### config.mk
export PLATFORM = sky130hd
export DESIGN_NAME = hdt_timing
export DESIGN_NICKNAME = d
export VERILOG_FILES = /design/src/rtl/hdt_pkg.sv /design/src/rtl/hdt_line_counter.sv /design/src/rtl/hdt_mode_tests.sv /design/src/rtl/hdt_sync_seq.sv /design/src/rtl/hdt_de_ctrl.sv /design/src/rtl/hdt_timing.sv
export SDC_FILE = /design/constraint.sdc
export NUM_CORES = 1
export LEC_CHECK = 0
export ABC_CLOCK_PERIOD_IN_PS = 1500
export BUFFER_PORTS_ARGS = -buffer_cell sky130_fd_sc_hd__clkbuf_2
export CORE_MARGIN = 5
export CORE_UTILIZATION = 45
export CTS_BUF_LIST = sky130_fd_sc_hd__clkbuf_8
export DETAILED_ROUTE_END_ITERATION = 7
export PLACE_DENSITY_LB_ADDON = 0.3
export SYNTH_ARGS = -nofsm -noshare
export SYNTH_HDL_FRONTEND = slang
export SYNTH_SLANG_ARGS = --single-unit
### constraint.sdc
create_clock -name clk -period 1.5 [get_ports clk]
set_input_delay 0.075 -clock clk [delete_from_list [all_inputs] [get_ports clk]]
set_output_delay 0.075 -clock clk [all_outputs]
set_load 0.05 [all_outputs]
### src/rtl/hdt_pkg.sv
package hdt_pkg;

  // Refresh-mode codes; code 2'b11 also selects high resolution.
  typedef enum logic [1:0] {
    HM_50    = 2'b00,
    HM_60    = 2'b01,
    HM_HIRES = 2'b10
  } hmode_e;

  localparam int NUM_MODES = 3;

  // Does the live mode value select test group idx (0: 512, 1: 508, 2: hires)?
  function automatic logic mode_match(input logic [1:0] m, input int idx);
    case (idx)
      0:       mode_match = (m == HM_50);
      1:       mode_match = (m == HM_60);
      default: mode_match = m[1];
    endcase
  endfunction

  function automatic int max3(input int a, input int b, input int c);
    int r;
    r = (a > b) ? a : b;
    max3 = (r > c) ? r : c;
  endfunction

endpackage

### src/rtl/hdt_line_counter.sv
module hdt_line_counter #(
  parameter int MAX_LEN = 512,
  parameter int CW      = 9
) (
  input  logic          clk,
  input  logic          rst,
  input  logic          wrap_req,
  output logic [CW-1:0] cnt
);

  localparam logic [CW-1:0] P_LAST = CW'(MAX_LEN - 1);

  always_ff @(posedge clk) begin
    if (rst) begin
      cnt <= '0;
    end else if (wrap_req || (cnt == P_LAST)) begin
      cnt <= '0;
    end else begin
      cnt <= cnt + 1'b1;
    end
  end

  AST_CNT_BOUND: assert property (@(posedge clk) disable iff (rst)
    (cnt != '0) |=> (cnt == '0) || (cnt == $past(cnt) + 1'b1));

endmodule

### src/rtl/hdt_mode_tests.sv
module hdt_mode_tests #(
  parameter int CW        = 9,
  parameter int LEN       = 512,
  parameter int DE_ON     = 56,
  parameter int DE_OFF    = 376,
  parameter int SYNC_POS  = 462,
  parameter int BLANK_POS = 458
) (
  input  logic [CW-1:0] cnt,
  input  logic          sel,
  output logic          wrap,
  output logic          de_on,
  output logic          de_off,
  output logic          blank_on,
  output logic          sync_on
);

  localparam logic [CW-1:0] P_END   = CW'(LEN - 1);
  localparam logic [CW-1:0] P_ON    = CW'(DE_ON);
  localparam logic [CW-1:0] P_OFF   = CW'(DE_OFF);
  localparam logic [CW-1:0] P_SYNC  = CW'(SYNC_POS);
  localparam logic [CW-1:0] P_BLANK = CW'(BLANK_POS);

  always_comb begin
    wrap     = sel && (cnt == P_END);
    de_on    = sel && (cnt == P_ON);
    de_off   = sel && (cnt == P_OFF);
    blank_on = sel && (cnt == P_BLANK);
    sync_on  = sel && (cnt == P_SYNC);
  end

endmodule

### src/rtl/hdt_sync_seq.sv
module hdt_sync_seq #(
  parameter int SYNC_LEN   = 40,
  parameter int BLANK_TAIL = 4,
  parameter int KILL_DLY   = 2
) (
  input  logic clk,
  input  logic rst,
  input  logic blank_req,
  input  logic sync_req,
  output logic hsync,
  output logic blank,
  output logic kill
);

  localparam int SEQ_LEN = SYNC_LEN + BLANK_TAIL;
  localparam int AW      = $clog2(SEQ_LEN + 1);
  localparam logic [AW-1:0] P_HS_END = AW'(SYNC_LEN - 1);
  localparam logic [AW-1:0] P_BL_END = AW'(SEQ_LEN - 1);

  logic          active;
  logic [AW-1:0] age;
  logic          sync_go;
  logic [KILL_DLY-1:0] kpipe;

  assign sync_go = sync_req && !active;

  always_ff @(posedge clk) begin
    if (rst) begin
      hsync  <= 1'b0;
      blank  <= 1'b0;
      active <= 1'b0;
      age    <= '0;
    end else if (sync_go) begin
      hsync  <= 1'b1;
      blank  <= 1'b1;
      active <= 1'b1;
      age    <= '0;
    end else if (active) begin
      age <= age + 1'b1;
      if (age == P_HS_END) hsync <= 1'b0;
      if (age == P_BL_END) begin
        blank  <= 1'b0;
        active <= 1'b0;
      end
    end else if (blank_req) begin
      blank <= 1'b1;
    end
  end

  generate
    if (KILL_DLY == 1) begin : g_kill1
      always_ff @(posedge clk) begin
        if (rst) kpipe <= '0;
        else     kpipe <= sync_go;
      end
    end else begin : g_killn
      always_ff @(posedge clk) begin
        if (rst) kpipe <= '0;
        else     kpipe <= {kpipe[KILL_DLY-2:0], sync_go};
      end
    end
  endgenerate

  assign kill = kpipe[KILL_DLY-1];

  AST_SYNC_IN_BLANK: assert property (@(posedge clk) disable iff (rst)
    hsync |-> blank);

  AST_BLANK_TAIL: assert property (@(posedge clk) disable iff (rst)
    $fell(hsync) |-> blank);

endmodule

### src/rtl/hdt_de_ctrl.sv
module hdt_de_ctrl (
  input  logic clk,
  input  logic rst,
  input  logic de_on,
  input  logic de_off,
  input  logic kill,
  output logic de
);

  always_ff @(posedge clk) begin
    if (rst)         de <= 1'b0;
    else if (kill)   de <= 1'b0;
    else if (de_off) de <= 1'b0;
    else if (de_on)  de <= 1'b1;
  end

  AST_KILL_DROPS_DE: assert property (@(posedge clk) disable iff (rst)
    kill |=> !de);

endmodule

### src/rtl/hdt_timing.sv
module hdt_timing #(
  parameter int LEN_50     = 512,
  parameter int DE_ON_50   = 56,
  parameter int DE_OFF_50  = 376,
  parameter int LEN_60     = 508,
  parameter int DE_ON_60   = 52,
  parameter int DE_OFF_60  = 372,
  parameter int LEN_HI     = 224,
  parameter int DE_ON_HI   = 4,
  parameter int DE_OFF_HI  = 164,
  parameter int SYNC_BACK  = 50,
  parameter int SYNC_LEN   = 40,
  parameter int BLANK_LEAD = 4,
  parameter int BLANK_TAIL = 4,
  parameter int KILL_DLY   = 2
) (
  input  logic       clk,
  input  logic       rst,
  input  logic [1:0] mode,
  output logic       de,
  output logic       blank,
  output logic       hsync
);

  import hdt_pkg::*;

  localparam int MAX_LEN = max3(LEN_50, LEN_60, LEN_HI);
  localparam int CW      = $clog2(MAX_LEN);

  logic [CW-1:0]        cnt;
  logic [NUM_MODES-1:0] wrap_v, on_v, off_v, blank_v, sync_v;
  logic                 kill;

  hdt_line_counter #(.MAX_LEN(MAX_LEN), .CW(CW)) u_cnt (
    .clk      (clk),
    .rst      (rst),
    .wrap_req (|wrap_v),
    .cnt      (cnt)
  );

  generate
    for (genvar g = 0; g < NUM_MODES; g++) begin : g_mode
      localparam int LEN = (g == 0) ? LEN_50    : (g == 1) ? LEN_60    : LEN_HI;
      localparam int ON  = (g == 0) ? DE_ON_50  : (g == 1) ? DE_ON_60  : DE_ON_HI;
      localparam int OFF = (g == 0) ? DE_OFF_50 : (g == 1) ? DE_OFF_60 : DE_OFF_HI;
      hdt_mode_tests #(
        .CW        (CW),
        .LEN       (LEN),
        .DE_ON     (ON),
        .DE_OFF    (OFF),
        .SYNC_POS  (LEN - SYNC_BACK),
        .BLANK_POS (LEN - SYNC_BACK - BLANK_LEAD)
      ) u_tests (
        .cnt      (cnt),
        .sel      (mode_match(mode, g)),
        .wrap     (wrap_v[g]),
        .de_on    (on_v[g]),
        .de_off   (off_v[g]),
        .blank_on (blank_v[g]),
        .sync_on  (sync_v[g])
      );
    end
  endgenerate

  hdt_sync_seq #(
    .SYNC_LEN   (SYNC_LEN),
    .BLANK_TAIL (BLANK_TAIL),
    .KILL_DLY   (KILL_DLY)
  ) u_sync (
    .clk       (clk),
    .rst       (rst),
    .blank_req (|blank_v),
    .sync_req  (|sync_v),
    .hsync     (hsync),
    .blank     (blank),
    .kill      (kill)
  );

  hdt_de_ctrl u_de (
    .clk    (clk),
    .rst    (rst),
    .de_on  (|on_v),
    .de_off (|off_v),
    .kill   (kill),
    .de     (de)
  );

  AST_DE_STILL_AT_SYNC: assert property (@(posedge clk) disable iff (rst)
    $rose(hsync) |-> $stable(de));

  AST_DE_RISE_POS: assert property (@(posedge clk) disable iff (rst)
    $rose(de) |-> (cnt == CW'(DE_ON_50 + 1)) || (cnt == CW'(DE_ON_60 + 1))
                  || (cnt == CW'(DE_ON_HI + 1)));

  AST_LINE_WRAP: assert property (@(posedge clk) disable iff (rst)
    (cnt != '0) ##1 (cnt == '0) |-> ($past(cnt) == CW'(MAX_LEN - 1))
      || ($past(cnt) == CW'(LEN_60 - 1)) || ($past(cnt) == CW'(LEN_HI - 1)));

endmodule

==> out/metrics.json <==
{
  "setup_path": {
    "crit_path_start_kind": "register",
    "cp-startpoint": "u_cnt.cnt[8]$_SDFF_PP0_",
    "critical_path_arrival_ns": 1.62,
    "r2r-start": "u_cnt.cnt[8]$_SDFF_PP0_",
    "slowest_stage": "or4b_4",
    "kind_of_critical_path": "register to register",
    "max_stage_delay_ns": 0.56,
    "critical_path_required_ns": 1.64,
    "timing.reg2reg.worst_path_depth": 4,
    "cp_endpoint_kind": "register",
    "path_cells": "nand4b_4, or4b_4, a21oi_2, o32ai_1",
    "path_max_fanout": 4,
    "worstSetupEndpoint": "u_sync.age[2]$_SDFFE_PP0P_",
    "regToRegEndpoint": "u_sync.age[2]$_SDFFE_PP0P_",
    "regToRegSetupSlack_ns": 0.01
  },
  "yosys": {
    "synth.cell_area_um2": 1110,
    "synth.area.top_cells": "dfxtp_1 (38%), ha_1 (5.6%), xnor2_1 (5.5%)",
    "synth.distinct_cells": 41,
    "synth_flop_cell": "dfxtp_1",
    "synth-seq-area-share": 0.377,
    "synthDominantAreaCellType": "dfxtp_1",
    "synthesis.instances": 127,
    "number_of_flops_mapped_to_enable_cells_by_yosys": 0,
    "yosys.cell_count.top_type": "dfxtp_1",
    "synthDominantCellAreaShare": 0.377,
    "yosysWarningCount": 0,
    "post_synth.cell_area_avg_um2": 8.78,
    "async_set_or_reset_flop_fraction_in_the_synthesized_netlist": 0,
    "syn_nets": 136,
    "synth_commonest_cells": "dfxtp_1 (21), nor2_1 (13), nand2_1 (9), a21oi_1 (8)",
    "ys_ff_latch": 21
  },
  "sta": {
    "timing_max_transition_violations_final": 0,
    "timing.final.setup_violations": 0,
    "slew_headroom": 0.711,
    "worst_slew_pin_slew_ns": 0.433,
    "fmax_mhz": 673,
    "setup_repair_after_global_routing_missed_its_margin": "yes",
    "timing.clock.skew_ns": 0.00275,
    "post-route-period-util": 0.991,
    "setup_slack_ns": 0.0137,
    "report.final.hold_viol_count": 0,
    "finalCriticalPeriod_ns": 1.49,
    "whs_ns": 0.200
  },
  "placement": {
    "gpl.final_weighted_congestion": 0.828,
    "placedInstanceArea_um2": 1340,
    "place.port_buffers": 6,
    "pre_cts_slack_ns": -0.130,
    "hpwlAfterDp_um": 1830
  },
  "die": {
    "floorplan.initialDensity": 0.458,
    "die_width_um": 59.8,
    "coreArea_um2": 2430,
    "placementRows": 18,
    "die_height_um": 59.8,
    "boundaryPins": 7,
    "dieArea_um2": 3570
  },
  "routing": {
    "drtPass1Iterations": 4,
    "detail_route.iter0.violations": 33,
    "drt.antenna.violating_nets": 0,
    "drc_errors": 0,
    "vias": 1001,
    "routed_via_density": 5.35,
    "post_drt_wl_per_cell_um": 13.9,
    "wl_um": 2600
  },
  "power": {
    "leakagePower_nw": 0.569,
    "power-per-cell-area_nw_per_um2": 712,
    "vdd_drop_max_uv": 578
  },
  "clock_tree": {
    "htreeDepth": 1,
    "cts.hold.buffers_added": 0,
    "clock_path_buffers": 2,
    "clk_root_buffer_cell": "clkbuf_8",
    "worst_skew_pair.late_latency_ns": 0.26,
    "tritoncts": "done",
    "worst_setup_hold_path_clk_slew_ns": 0.08,
    "cts_made_buffers": 3,
    "cts.sink_count": 21
  },
  "cells_and_area": {
    "design_area_um2": 1530,
    "final_nets": 167,
    "insertedDiodeCount": 0,
    "final_layout_size_suffix_gt1_frac": 0.465,
    "synthToLayoutAreaGrowth_pct": 36.8
  },
  "global_routing": {
    "grt_pass1_wl_um": 4120,
    "grt_util_all_layers": 0.149,
    "largest_net_degree_at_the_start_of_global_routing": 15,
    "grt_pass1_vias": 956,
    "grt.overflow.total": 0,
    "grt_antenna_before_repair": 0
  },
  "status": {
    "outcome": "finished, final reports clean"
  },
  "run": {
    "drv_cap": 0
  },
  "min_path": {
    "hold_path.startpoint": "rst",
    "hold_path_class": "input pin to register"
  }
}
-- how the worst min path moves through the flow --
stage / slack, ns / end / cells after the start
detailed placement: 0.43 / u_sync.kpipe[1]$_SDFF_PP0_ / 1
global placement: 0.42 / u_sync.kpipe[1]$_SDFF_PP0_ / 1
global route: 0.22 / u_sync.hsync$_SDFFE_PP0P_ / 2
floorplan: 0.15 / u_sync.kpipe[1]$_SDFF_PP0_ / 1
CTS: 0.17 / u_sync.active$_SDFF_PP0_ / 2
finish: 0.20 / u_sync.active$_SDFF_PP0_ / 2
-- through the flow --
stage	setup TNS (ns)	std cells	power (mW)	utilization
2_1_floorplan	0	127	0.663	-
3_3_place_gp	-0.762	181	0.711	0.551
3_5_place_dp	-1.53	181	0.713	0.551
4_1_cts	-0.0815	186	1.08	0.588
5_1_grt	-0.190	187	1.14	0.627
6_report	0	187	1.09	0.627
-- per-layer routing --
layer / vias to the layer above / GRT usage / share of wire
met4: 0 / 0.0411 / 0.0031
met3: 2 / 0.0389 / 0.028
met1: 469 / 0.198 / 0.49
met5: - / 0 / 0
met2: 15 / 0.236 / 0.48
li1: 515 / - / -
-- layout by cell type, fill, tap and decap left out, types with 3 or more instances in the layout --
cell type / n
nand3_1: 5
nand4_1: 3
nor3_1: 3
xor2_1: 4
clkbuf_8: 3
nand2_1: 9
nor2_1: 10
dfxtp_4: 4
a21oi_1: 4
clkbuf_2: 6
nor2b_1: 3
inv_1: 6
a21oi_2: 4
buf_4: 25
xnor2_1: 7
dfxtp_1: 10
dfxtp_2: 7
-- area by class of cell --
class / instances / area, um^2
Tap cell: 30 / 37.5
Timing Repair Buffer: 31 / 218
Sequential cell: 21 / 444
Clock buffer: 3 / 41.3
Clock inverter: 1 / 5.00
Fill cell: 195 / 907
Multi-Input combinational cell: 94 / 753
Inverter: 7 / 26.3
-- state kept, by name (all words and copies together), names as in the netlist --
name / count
u_cnt.cnt: 9
u_sync.age: 6
u_sync.kpipe: 2
u_de.de: 1
u_sync.active: 1
u_sync.blank: 1
u_sync.hsync: 1
-- kinds of logic (layout without fill, tap and decap cells) --
group,Yosys count,in the layout,synth area share
AND/OR/NAND/NOR,54,54,0.283
AO/OA/AOI/OAI,23,24,0.138
flip-flops,21,21,0.377
buffers and inverters,13,42,0.0595
XOR/XNOR,11,11,0.0864
adder cells (fa/ha/maj),5,5,0.0561
-- critical path, delay by kind of cell (launching register included) --
kind / cells / cell delay, ns
flip-flops: 1 / 0.34
AND/OR/NAND/NOR: 2 / 0.72
AO/OA/AOI/OAI: 2 / 0.31
-- power breakdown --
part / internal, mW / switching [mW]
clock: 0.185 / 0.180
sequential: 0.565 / 0.0174
combinational: 0.0628 / 0.0765
total: 0.813 / 0.273
-- repair_timing --
item                       CTS  global route
buffers inserted             1             0
gates resized for setup     14            24
gates cloned                 0             1
setup endpoints to repair   18            18
pin swaps                    3             7
(Power assumes the default switching activity.)
